--- config.mk ---
export PLATFORM = sky130hd
export DESIGN_NAME = gpio_ctrl
export DESIGN_NICKNAME = d
export VERILOG_FILES = /design/src/rtl/gpio_pkg.sv /design/src/rtl/gpio_bus_dec.sv /design/src/rtl/gpio_insync.sv /design/src/rtl/gpio_event.sv /design/src/rtl/gpio_ctrl.sv
export SDC_FILE = /design/constraint.sdc
export NUM_CORES = 1
export LEC_CHECK = 0
export ABC_AREA = 1
export BUFFER_PORTS_ARGS = -buffer_cell sky130_fd_sc_hd__buf_2
export CAP_MARGIN = 20
export CORE_MARGIN = 10
export CORE_UTILIZATION = 42
export DETAILED_ROUTE_END_ITERATION = 8
export PLACE_DENSITY = 0.67
export SLEW_MARGIN = 20
export SYNTH_ARGS = -nofsm -noshare
export SYNTH_HDL_FRONTEND = slang
export SYNTH_SLANG_ARGS = --single-unit
--- constraint.sdc ---
create_clock -name clk -period 4.25 [get_ports clk]
set_input_delay 1.0625 -clock clk [delete_from_list [all_inputs] [get_ports clk]]
set_output_delay 1.0625 -clock clk [all_outputs]
set_load 0.02 [all_outputs]
--- src/rtl/gpio_pkg.sv ---
package gpio_pkg;
  // Register slots, used as indices into the one-hot write vector
  localparam int unsigned IDX_DIR = 0;
  localparam int unsigned IDX_OD  = 1;
  localparam int unsigned IDX_DAT = 2;
  localparam int unsigned IDX_EVT = 3;
  localparam int unsigned IDX_MSK = 4;
  localparam int unsigned IDX_CTL = 5;
  localparam int unsigned NREG    = 6;

  // Byte offsets of the registers
  localparam int unsigned OFF_DIR = 'h00;
  localparam int unsigned OFF_OD  = 'h04;
  localparam int unsigned OFF_DAT = 'h08;
  localparam int unsigned OFF_EVT = 'h0C;
  localparam int unsigned OFF_MSK = 'h10;
  localparam int unsigned OFF_CTL = 'h14;

  // Transfer size code for a full-word access
  localparam logic [1:0] SIZE_WORD = 2'b10;
endpackage

--- src/rtl/gpio_bus_dec.sv ---
module gpio_bus_dec
  import gpio_pkg::*;
#(
  parameter int unsigned AW = 12,
  parameter int unsigned DW = 32
) (
  input  logic               clk,
  input  logic               rst_n,
  input  logic               bus_rd,
  input  logic               bus_wr,
  input  logic [AW-1:0]      bus_addr,
  input  logic [1:0]         bus_size,
  input  logic [DW-1:0]      r_dir,
  input  logic [DW-1:0]      r_od,
  input  logic [DW-1:0]      r_dat,
  input  logic [DW-1:0]      r_evt,
  input  logic [DW-1:0]      r_msk,
  input  logic [DW-1:0]      r_ctl,
  output logic [NREG-1:0]    reg_we,
  output logic [DW-1:0]      bus_rdata
);
  logic [NREG-1:0] sel_oh;
  logic            full;

  assign full = (bus_size == SIZE_WORD);

  always_comb begin
    sel_oh = '0;
    if      (bus_addr == AW'(OFF_DIR)) sel_oh[IDX_DIR] = 1'b1;
    else if (bus_addr == AW'(OFF_OD))  sel_oh[IDX_OD]  = 1'b1;
    else if (bus_addr == AW'(OFF_DAT)) sel_oh[IDX_DAT] = 1'b1;
    else if (bus_addr == AW'(OFF_EVT)) sel_oh[IDX_EVT] = 1'b1;
    else if (bus_addr == AW'(OFF_MSK)) sel_oh[IDX_MSK] = 1'b1;
    else if (bus_addr == AW'(OFF_CTL)) sel_oh[IDX_CTL] = 1'b1;
  end

  assign reg_we = (bus_wr && full) ? sel_oh : '0;

  always_comb begin
    bus_rdata = '0;
    if (bus_rd && full) begin
      if (sel_oh[IDX_DIR]) bus_rdata = r_dir;
      if (sel_oh[IDX_OD])  bus_rdata = r_od;
      if (sel_oh[IDX_DAT]) bus_rdata = r_dat;
      if (sel_oh[IDX_EVT]) bus_rdata = r_evt;
      if (sel_oh[IDX_MSK]) bus_rdata = r_msk;
      if (sel_oh[IDX_CTL]) bus_rdata = r_ctl;
    end
  end

  // unmapped reads return zero
  a_r4_unmapped_read_zero: assert property (@(posedge clk) disable iff (!rst_n)
    (bus_rd && bus_addr != AW'(OFF_DIR) && bus_addr != AW'(OFF_OD) &&
     bus_addr != AW'(OFF_DAT) && bus_addr != AW'(OFF_EVT) &&
     bus_addr != AW'(OFF_MSK) && bus_addr != AW'(OFF_CTL)) |-> (bus_rdata == '0));

  // narrow reads return zero
  a_r3_narrow_read_zero: assert property (@(posedge clk) disable iff (!rst_n)
    (bus_rd && bus_size != SIZE_WORD) |-> (bus_rdata == '0));
endmodule

--- src/rtl/gpio_insync.sv ---
module gpio_insync #(
  parameter int unsigned N = 32
) (
  input  logic         clk,
  input  logic         rst_n,
  input  logic [N-1:0] pin_in,
  output logic [N-1:0] lvl,
  output logic [N-1:0] rise,
  output logic [N-1:0] fall
);
  logic [N-1:0] s1_d, s1_q, s2_q, prev_q;

  // Pin i lands on register bit N-1-i
  for (genvar i = 0; i < N; i++) begin : g_map
    assign s1_d[N-1-i] = pin_in[i];
  end

  always_ff @(posedge clk or negedge rst_n) begin
    if (!rst_n) begin
      s1_q   <= '0;
      s2_q   <= '0;
      prev_q <= '0;
    end else begin
      s1_q   <= s1_d;
      s2_q   <= s1_q;
      prev_q <= s2_q;
    end
  end

  assign lvl  = s2_q;
  assign rise = s2_q & ~prev_q;
  assign fall = ~s2_q & prev_q;

  // a detected edge traces back to the synchroniser one cycle earlier
  a_r6_edge_from_sync: assert property (@(posedge clk) disable iff (!rst_n)
    1 |=> ((rise | fall) == ($past(s1_q) ^ $past(s2_q))));
endmodule

--- src/rtl/gpio_event.sv ---
module gpio_event #(
  parameter int unsigned N = 32
) (
  input  logic         clk,
  input  logic         rst_n,
  input  logic [N-1:0] rise,
  input  logic [N-1:0] fall,
  input  logic [N-1:0] dir,
  input  logic [N-1:0] ctl,
  input  logic [N-1:0] mask,
  input  logic         clr_en,
  input  logic [N-1:0] clr_bits,
  output logic [N-1:0] ev_q,
  output logic         irq
);
  logic [N-1:0] set_v, clr_v, ev_d;

  always_comb begin
    set_v = ~dir & (fall | (rise & ~ctl));
    clr_v = clr_en ? clr_bits : '0;
    ev_d  = (ev_q & ~clr_v) | set_v;
  end

  always_ff @(posedge clk or negedge rst_n) begin
    if (!rst_n) ev_q <= '0;
    else        ev_q <= ev_d;
  end

  assign irq = |(ev_q & mask);

  // a set bit is present on the next cycle regardless of any clear
  a_r11_set_wins: assert property (@(posedge clk) disable iff (!rst_n)
    1 |=> ((ev_q & $past(set_v)) == $past(set_v)));

  // a cleared bit with no coincident set drops
  a_r9_w1c_clears: assert property (@(posedge clk) disable iff (!rst_n)
    clr_en |=> ((ev_q & $past(clr_bits) & ~$past(set_v)) == '0));

  // output-direction pins never gain an event
  a_r12_out_no_event: assert property (@(posedge clk) disable iff (!rst_n)
    1 |=> ((ev_q & ~$past(ev_q) & $past(dir)) == '0));

  // with control set, a new event needs a falling edge
  a_r8_fall_only: assert property (@(posedge clk) disable iff (!rst_n)
    1 |=> ((ev_q & ~$past(ev_q) & $past(ctl) & ~$past(fall)) == '0));

  // no interrupt without a masked-in pending event
  a_r10_irq_needs_mask: assert property (@(posedge clk) disable iff (!rst_n)
    irq |-> (mask != '0 && ev_q != '0));
endmodule

--- src/rtl/gpio_ctrl.sv ---
module gpio_ctrl
  import gpio_pkg::*;
#(
  parameter int unsigned AW = 12,
  parameter int unsigned DW = 32
) (
  input  logic          clk,
  input  logic          rst_n,
  input  logic          bus_rd,
  input  logic          bus_wr,
  input  logic [AW-1:0] bus_addr,
  input  logic [1:0]    bus_size,
  input  logic [DW-1:0] bus_wdata,
  output logic [DW-1:0] bus_rdata,
  input  logic [DW-1:0] pin_in,
  output logic [DW-1:0] pin_out,
  output logic [DW-1:0] pin_dir,
  output logic [DW-1:0] pin_od,
  output logic          irq
);
  localparam int unsigned N = DW;

  logic [NREG-1:0] reg_we;
  logic [N-1:0]    dir_q, od_q, msk_q, ctl_q, dat_q, drv_q, ev_q;
  logic [N-1:0]    dat_d, drv_d, upd;
  logic [N-1:0]    lvl, rise, fall;

  gpio_bus_dec #(.AW(AW), .DW(DW)) u_dec (
    .clk       (clk),
    .rst_n     (rst_n),
    .bus_rd    (bus_rd),
    .bus_wr    (bus_wr),
    .bus_addr  (bus_addr),
    .bus_size  (bus_size),
    .r_dir     (dir_q),
    .r_od      (od_q),
    .r_dat     (dat_q),
    .r_evt     (ev_q),
    .r_msk     (msk_q),
    .r_ctl     (ctl_q),
    .reg_we    (reg_we),
    .bus_rdata (bus_rdata)
  );

  gpio_insync #(.N(N)) u_sync (
    .clk    (clk),
    .rst_n  (rst_n),
    .pin_in (pin_in),
    .lvl    (lvl),
    .rise   (rise),
    .fall   (fall)
  );

  gpio_event #(.N(N)) u_evt (
    .clk      (clk),
    .rst_n    (rst_n),
    .rise     (rise),
    .fall     (fall),
    .dir      (dir_q),
    .ctl      (ctl_q),
    .mask     (msk_q),
    .clr_en   (reg_we[IDX_EVT]),
    .clr_bits (bus_wdata),
    .ev_q     (ev_q),
    .irq      (irq)
  );

  // Configuration registers with explicit write enables
  always_ff @(posedge clk or negedge rst_n) begin
    if (!rst_n) begin
      dir_q <= '0;
      od_q  <= '0;
      msk_q <= '0;
      ctl_q <= '0;
    end else begin
      if (reg_we[IDX_DIR]) dir_q <= bus_wdata;
      if (reg_we[IDX_OD])  od_q  <= bus_wdata;
      if (reg_we[IDX_MSK]) msk_q <= bus_wdata;
      if (reg_we[IDX_CTL]) ctl_q <= bus_wdata;
    end
  end

  // Data and drive next state: pin updates on input bits override software
  always_comb begin
    upd   = ~dir_q & (rise | fall);
    dat_d = reg_we[IDX_DAT] ? bus_wdata : dat_q;
    dat_d = (dat_d & ~upd) | (lvl & upd);
    drv_d = reg_we[IDX_DAT] ? ((drv_q & ~dir_q) | (bus_wdata & dir_q)) : drv_q;
  end

  always_ff @(posedge clk or negedge rst_n) begin
    if (!rst_n) begin
      dat_q <= '0;
      drv_q <= '0;
    end else begin
      dat_q <= dat_d;
      drv_q <= drv_d;
    end
  end

  for (genvar i = 0; i < N; i++) begin : g_pins
    assign pin_out[i] = drv_q[N-1-i];
    assign pin_dir[i] = dir_q[N-1-i];
    assign pin_od[i]  = od_q[N-1-i];
  end

  // a narrow write leaves every stored register alone
  a_r3_narrow_write_ignored: assert property (@(posedge clk) disable iff (!rst_n)
    (bus_wr && bus_size != SIZE_WORD) |=>
      ($stable(dir_q) && $stable(od_q) && $stable(msk_q) && $stable(ctl_q) && $stable(drv_q)));

  // driven values move only after a data write
  a_r5_drive_on_write_only: assert property (@(posedge clk) disable iff (!rst_n)
    !reg_we[IDX_DAT] |=> $stable(pin_out));

  // output-direction data bits move only by software
  a_r6_out_data_hold: assert property (@(posedge clk) disable iff (!rst_n)
    !reg_we[IDX_DAT] |=> (((dat_q ^ $past(dat_q)) & $past(dir_q)) == '0));
endmodule

Word-level counts from Yosys, hierarchy flattened
Cells that the tools add are included.

word-level totals
  output and inout bits = 129
  bits in registers = 320

operators by class
  bitwise gates (word level) = 22
  mux-type cells = 21
  equality and inequality tests = 6
  reduce and logical (&&, ||, !) cells = 4

operators with widths
  kind                   count
  $and A32 B32 Y32       11
  $mux W32               9
  $not A32 Y32           6
  $or A32 B32 Y32        5
  $reduce_or A32 Y1      1
  $eq A12 B4 Y1 const B  2
  $eq A12 B5 Y1 const B  2
  $eq A12 B3 Y1 const B  1
  $logic_not A12 Y1      1
  $mux W1                7
  $mux W6                1
  $mux W5                1
  $mux W4                1
  $mux W3                1
  $eq A2 B2 Y1 const B   1
  $logic_and A1 B1 Y1    2
  $mux W2                1

Logic depth before layout (Yosys ltp)
Gate-level depths: netlist (run 1).

  depth in word-level cells = 13
  depth in mapped cells = 11

Modules after synthesis
Synthesis (run 1) repeated with hierarchy kept, for this count alone.

second synthesis, totals
  cells, all modules = 2025
  area, all modules = 15508.6 um^2

by module, submodules not included
  module        cells each  sequential area each (um^2)  area each (um^2)  instances
  gpio_ctrl     927         4804.6                       7988.9            1
  gpio_bus_dec  616         0.0                          2885.3            1
  gpio_insync   224         2402.3                       2882.8            1
  gpio_event    258         800.8                        1751.7            1

Worst setup path after synthesis (run 1)
Ideal clock, no wire load.

  path kind = input port to output port
  start point = input bus_addr[7]
  end point = output bus_rdata[25]
  stages on the path = 11
  data arrival time = 2.313 ns
  path slack = 0.874 ns
  cell sequence = nor2_1 > nand2_1 > nor2_2 > buf_4 > buf_4 > nand3_1 > nand2_1 > inv_1 > nand2_1 > nand2_1 > a21oi_1

between the ends
  longest elaborated chain between the ends = 9

RTL lines
  element                                     line                                    source
  start, declared                             gpio_ctrl.sv:11                         input logic [AW-1:0] bus_addr,
  $eq A12 B3 Y1 (tied with other cells)       gpio_bus_dec.sv:30                      else if (bus_addr == AW'(OFF_OD)) sel_oh[IDX_OD] = 1'b1;
  $mux W1 (tied with other cells)             gpio_bus_dec.sv:30
  $mux W5 (tied with other cells)             gpio_bus_dec.sv:29                      if (bus_addr == AW'(OFF_DIR)) sel_oh[IDX_DIR] = 1'b1;
  $mux W32 (tied with other cells)            gpio_bus_dec.sv:43                      if (sel_oh[IDX_OD]) bus_rdata = r_od;
  $mux W32 (tied with other cells)            gpio_bus_dec.sv:44                      if (sel_oh[IDX_DAT]) bus_rdata = r_dat;
  $mux W32 (tied with other cells)            gpio_bus_dec.sv:45                      if (sel_oh[IDX_EVT]) bus_rdata = r_evt;
  $mux W32 / $mux W5 (equally long branches)  gpio_bus_dec.sv:46, gpio_bus_dec.sv:29
  $mux W32 *                                  gpio_bus_dec.sv:47                      if (sel_oh[IDX_CTL]) bus_rdata = r_ctl;
  $mux W32 *                                  gpio_bus_dec.sv:41                      if (bus_rd && full) begin
  end, declared                               gpio_ctrl.sv:14                         output logic [DW-1:0] bus_rdata,

Every way passes the cells marked *; elsewhere a longest branch is shown, timed or not.

Final worst setup path (run 1)
  start point = input bus_addr[1]
  end point = output bus_rdata[30]

The elaborated chain is that of the path after synthesis.

==> impl_metrics.csv, run 1 <==
group,metric,value,unit
status,status,"complete, no violations",
worst_setup_path,slowest_delay,0.35,ns
timing,finalMaxSlewViolations,0,
place,io_buffers,210,
timing,hold_ws,0.3430,ns
worst_setup_path,start_kind,"input port",
timing,fin_crit_sh,93.25,%
worst_hold_path,hold_class,"reg -> reg",
worst_setup_path,crit_type,"in -> out",
worst_setup_path,reg2reg_from,"u_sync.lvl[30]",
detailed_routing,highest_layer,"met5",
floorplanning,die_h,210.4,um
worst_setup_path,crit_path_frequent_cell,"nand2_1",
timing,finalHoldViolCount,0,
timing,rsz0062_at_grt,"false",
clocking,insertion_delay,0.55,ns
floorplanning,ios,211,
synthesis,synth.cell_area,15220,um2
clocking,cts_resized,0,
detailed_routing,met2_length,21050,um
floorplanning,core,35660,um2
finish,nFillCells,3337,
floorplanning,initial_core_util,42.69,%
synthesis,ys_seq_area_share,52.61,%
worst_setup_path,regToRegSetupSlack,2.95,ns
grt,track_usage,20.53,%
clocking,root_buffer,"clkbuf_16",
synthesis,synthCells,1793,
synthesis,yosys-top-cells-area,"dfrtp_1, nand2_1, inv_1, ha_1, o21ai_1",
timing,setup_viol,0,
detailed_routing,route.vias.total,12953,
detailed_routing,wl_met1,20140,um
finish,layout.nets,2137,
timing,tightestPinTransition,0.8837,ns
detailed_routing,drt_pre_antenna_iters,5,
synthesis,avgSynthCellArea,8.488,um2
grt,grt_pass1_wl,72560,um
pwr,power_density,380.7,nW/um2
synthesis,async_flop_share,100.0,%
grt,grt_max_degree,109,
pwr,power,6.907,mW
detailed_routing,drt_iter0_markers,809,
clocking,cts_hold_buffers,0,
worst_setup_path,cp_max_fo,12,
worst_setup_path,slowest_stage,"nor2_4",
floorplanning,fp.dieW,210.4,um
worst_setup_path,worstSetupEndpointType,"primary output",
clocking,cts_sinks,320,
worst_setup_path,cp.required,3.19,ns
place,place_hpwl,30930,um
pwr,ir_drop,331.9,uV
synthesis,syn_nets,1939,
synthesis,ys_seq_elements,320,
detailed_routing,drc,0,
clocking,post-cts-setup-buffers,0,
floorplanning,fp.dieArea,44250,um2
synthesis,synth_top_area_share,52.61,%
synthesis,synth_common_cells,"nand2_1, dfrtp_1, inv_1, o21ai_1, nand3_1",
synthesis,synth_edf_count,0,
finish,regArea,8008,um2
worst_setup_path,path_cells,"buf_2, nor2_4, inv_2, nor2_4, buf_4, nand3_1, nand2_1, nand2_1, nand2_1, nand2_1, a21oi_1, buf_2",
timing,fmax,252.3,MHz
finish,multiInputGateArea,5707,um2
detailed_routing,routed_via_density,5.223,
pwr,p_leak,9.280,nW
worst_hold_path,hold_path_end,"u_sync.lvl[8]",
finish,drive_above_1_share,16.44,%
finish,utilization,50.89,%
synthesis,yosys.area.top_type,"dfrtp_1",
clocking,clk_pin_slew,0.06,ns
clocking,cts_buffers,37,
timing,fin_setup_tns,0,ns
synthesis,yosysUniqueCellTypes,28,
timing,skew,0.008973,ns
place,gp_congestion,0.8247,
detailed_routing,drt_wl_total,45670,um
grt,grt-ovfl-total,0,
finish,diodes,0,
grt,antenna_found_initial,1,
synthesis,synthFlopType,"dfrtp_1",
worst_hold_path,whs_path_depth,0,
grt,grt_pass1_vias,12916,
job,cap_viol_max_count,0,
timing,period_minus_slack,3.963,ns
clocking,htree_levels,2,
worst_setup_path,reg2reg_depth,6,
synthesis,yosys_warnings,0,
timing,max_slew_margin,41.09,%
clocking,cts.path.max_buffers,3,
worst_setup_path,arrival,2.90,ns
finish,area_delta_synth_final,19.22,%
floorplanning,rows,69,
detailed_routing,drtAntennaViolNets,0,
detailed_routing,wl_met3,3510,um
detailed_routing,post_drt_wl_per_cell,18.42,um
clocking,tritoncts,"done",
worst_hold_path,hp-start,"u_sync.s1_q[8]",
synthesis,synth_most_common_cell,"nand2_1",
-- cell usage in the layout (no fill, tap or decap), drive strengths merged --
| cell type | n |
|---|---|
| nor2 | 52 |
| ha | 64 |
| inv | 302 |
| clkinvlp | 3 |
| o2111ai | 29 |
| nand2 | 392 |
| dfrtp | 320 |
| o22ai | 4 |
| a21oi | 65 |
| nor3 | 1 |
| nand4 | 33 |
| o21ai | 265 |
| nand3 | 141 |
| o211ai | 32 |
| buf | 246 |
| bufinv | 2 |
| nand3b | 1 |
| a221oi | 4 |
| clkinv | 8 |
| or2 | 1 |
| nor3b | 1 |
| clkbuf | 53 |
-- stage by stage --
step	std cells	cell area [um2]	setup WS (ns)
finish	2480	18140	0.2869
global route	2480	18140	0.1422
CTS	2480	18140	0.3184
detailed placement	2413	16860	0.3316
global placement	2413	16860	0.3655
floorplan	1793	15220	0.8743
-- how the worst max path moves through the flow --
stage                           start             to  slack, ns  cells past startpoint
after detailed placement  bus_addr[1]  bus_rdata[30]       0.33                     12
after global placement    bus_addr[1]  bus_rdata[31]       0.37                     12
after global routing      bus_addr[9]  bus_rdata[21]       0.14                     12
after CTS                 bus_addr[1]  bus_rdata[30]       0.32                     12
after floorplan           bus_addr[7]  bus_rdata[25]       0.87                     11
final                     bus_addr[1]  bus_rdata[30]       0.29                     12
-- area by class of cell --
cell class | instances | area share [%]
multi-input combinational | 1085 | 31.45
timing repair buffer | 246 | 7.957
sequential | 320 | 44.13
clock buffer | 53 | 6.330
inverter | 301 | 6.227
clock inverter | 14 | 0.7240
tap | 461 | 3.179
-- critical path: cells and delay by family --
| kind | cells | cell delay, ns |
|---|---|---|
| and+or+nand+nor | 7 | 0.88 |
| buffers and inverters | 4 | 0.71 |
| AOI/OAI and AO/OA | 1 | 0.24 |
-- per-layer routing --
layer / up-vias / global-route usage (%)
li1: 6230 / -
met3: 69 / 5.148
met1: 6253 / 27.26
met5: - / 0
met2: 399 / 32.84
met4: 2 / 5.421
-- where the power goes --
group / total, mW / internal [mW] / leakage, nW / switching [mW]
clock network: 3.32 / 2.00 / 0.634 / 1.32
registers: 3.21 / 3.14 / 4.02 / 0.0650
logic: 0.381 / 0.123 / 4.62 / 0.258
total: 6.91 / 5.27 / 9.28 / 1.64
-- cells by family (layout without fill, tap and decap cells) --
logic type	Yosys count	count (layout)	share of synthesized area (%)
buffers and inverters	388	614	10.10
adders and majority gates	64	64	5.261
DFF	320	320	52.61
and+or+nand+nor	622	622	17.53
AOI/OAI and AO/OA	399	399	14.49
Power figures use the tool's default switching activity.
==> inputs of run 2 (changes only) <==
--- a/config.mk
+++ b/config.mk
@@ -11,7 +11,7 @@
 export CORE_MARGIN = 10
 export CORE_UTILIZATION = 42
 export DETAILED_ROUTE_END_ITERATION = 8
-export PLACE_DENSITY = 0.67
+export PLACE_DENSITY_LB_ADDON = 0.25
 export SLEW_MARGIN = 20
 export SYNTH_ARGS = -nofsm -noshare
 export SYNTH_HDL_FRONTEND = slang
==> run 2 against run 1 <==
  * Via count shrank 0.15%
  * Flip-flop and latch count is the same
  * Sequential power is essentially flat
  * Hold slack gained 0.0030 ns
  * Utilization grew 0.23 points
  * Clock-buffer cell count shrank 4
  * Critical path depth is the same
  * Sequential share of layout area shrank 0.20 points
  * Final cell count is essentially flat
  * Combinational power is essentially flat
  * Critical endpoint is now bus_rdata[20]
  * Largest cell class unchanged
==> impl_metrics.csv, run 2 (synthesis gave the netlist of run 1 again) <==
group,metric,value,unit
status,status,"complete, no violations",
finish,layout.nets,2134,
clocking,cts_hold_buffers,0,
pwr,p_switching,1.608,mW
pwr,p_leak,9.323,nW
grt,antenna_found_initial,2,
grt,grt_pass1_wl,72100,um
grt,grt_max_degree,80,
grt,grt_pass1_vias,12994,
clocking,cts_sinks,320,
worst_setup_path,arrival,2.92,ns
finish,final_common_cell,"nand2_1",
pwr,internal-power,5.557,mW
clocking,root_buffer,"clkbuf_16",
finish,drive_above_1_share,16.28,%
timing,max_slew_margin,42.86,%
clocking,htree_levels,2,
clocking,tritoncts,"done",
worst_setup_path,crit_type,"in -> out",
detailed_routing,drt_pre_antenna_iters,5,
detailed_routing,post_drt_wl_per_cell,18.25,um
clocking,cts_buffers,37,
pwr,combPwrFrac,5.3,%
clocking,post-cts-setup-buffers,0,
detailed_routing,routed_via_density,5.220,
grt,grt-ovfl-total,0,
timing,tightestPinTransition,0.8571,ns
place,place_hpwl,29900,um
clocking,cts_resized,0,
detailed_routing,drt_wl_total,45230,um
detailed_routing,drc,0,
floorplanning,ios,211,
timing,period_minus_slack,3.987,ns
worst_hold_path,hold_class,"reg -> reg",
floorplanning,rows,69,
pwr,power,7.165,mW
timing,fmax,250.8,MHz
place,io_buffers,210,
clocking,clk_pin_slew,0.05,ns
worst_setup_path,start_kind,"input port",
pwr,clkPwrFrac,50.0,%
finish,area_delta_synth_final,19.76,%
pwr,p_seq_share,44.6,%
timing,rsz0062_at_grt,"false",
worst_setup_path,cp.required,3.19,ns
clocking,insertion_delay,0.54,ns
pwr,switching_share,22.44,%
grt,met3_usage,4.659,%
floorplanning,fp.dieW,210.4,um
pwr,power_density,393.1,nW/um2
worst_setup_path,worstSetupEndpointType,"primary output",
grt,grt-busiest-layer,"met2",
detailed_routing,drtAntennaViolNets,0,
timing,finalMaxSlewViolations,0,
detailed_routing,drt_iter0_markers,1032,
detailed_routing,route.vias.total,12934,
timing,setup_viol,0,
grt,track_usage,20.45,%
timing,fin_crit_sh,93.82,%
timing,fin_setup_tns,0,ns
floorplanning,die_h,210.4,um
clocking,cts.path.max_buffers,3,
floorplanning,fp.dieArea,44250,um2
timing,finalHoldViolCount,0,
grt,met2_usage,32.51,%
floorplanning,initial_core_util,42.69,%
floorplanning,core,35660,um2
finish,nFillCells,3401,
timing,skew,0.008247,ns
job,cap_viol_max_count,0,
pwr,ir_drop,302.9,uV
finish,final_cell_mix,"nand2_1, dfrtp_1, inv_1, buf_2, o21ai_1",
place,gp_congestion,0.8258,
worst_setup_path,cp_max_fo,74,
grt,grt.met1_usage,27.53,%
-- run 2: critical path, stage by stage --
cell,delay (ns)
buf_2,0.09
nor2_1,0.13
nand2_1,0.18
nor2_4,0.19
buf_12,0.30
inv_1,0.10
nor2_1,0.13
nand3_1,0.09
nand3_1,0.09
nor2_1,0.04
nor2_1,0.23
buf_2,0.23
-- run 2: metal layers --
layer | part of all wire, % | vias up | wire length, um
met1 | 45 | 6174 | 20180
met5 | 0 | - | 0
li1 | - | 6217 | -
met4 | 1.9 | 0 | 872
met2 | 46 | 481 | 20720
met3 | 7.6 | 62 | 3458
-- run 2: worst paths after layout --
| check | depth (start not counted) | slack, ns | to | from |
|---|---|---|---|---|
| worst max-delay path | 12 | 0.26 | bus_rdata[20] | bus_addr[7] |
| worst min-delay path | 0 | 0.35 | u_sync.lvl[22] | u_sync.s1_q[22] |
| worst max register to register | 6 | 2.97 | flop | u_sync.lvl[3] |
| worst min register to register | 0 | 0.35 | u_sync.lvl[22] | u_sync.s1_q[22] |
| max in group asynchronous | 2 | 2.90 | u_sync.s1_q[25] | rst_n |
| min in group asynchronous | 1 | 0.48 | async pin | rst_n |
-- run 2: through the flow --
| stage | hold WS, ns | worst slack [ns] | cell area [um2] | std cells | utilization [%] |
|---|---|---|---|---|---|
| final | 0.3459 | 0.2626 | 18230 | 2478 | 51.12 |
| after global routing | 0.3500 | 0.09114 | 18230 | 2477 | 51.11 |
| after detailed placement | 0.3347 | 0.3425 | 16830 | 2410 | 47.22 |
| after floorplan | 0.3312 | 0.8743 | 15220 | 1793 | - |
| after CTS | 0.3473 | 0.3246 | 18220 | 2476 | 51.11 |
| after global placement | 0.3334 | 0.3555 | 16830 | 2410 | 47.22 |
-- run 2: cell type report --
class	count	area, um2	area share (%)
Clock inverter	17	294.0	1.613
Sequential cell	320	8008	43.93
Tap cell	461	576.8	3.164
Antenna cell	2	5.005	0.02746
Inverter	301	1130	6.198
Timing Repair Buffer	243	1409	7.729
Clock buffer	49	1094	5.999
Multi-Input combinational cell	1085	5712	31.34
-- run 2: power groups by stage --
stage | clock network (mW) | registers, mW | logic (mW)
4_1_cts | 3.66 | 3.20 | 0.387
5_1_grt | 3.79 | 3.21 | 0.435
6_report | 3.59 | 3.20 | 0.381
3_3_place_gp | 0 | 3.25 | 0.373
3_5_place_dp | 0 | 3.25 | 0.384
2_1_floorplan | 0 | 3.23 | 0.191
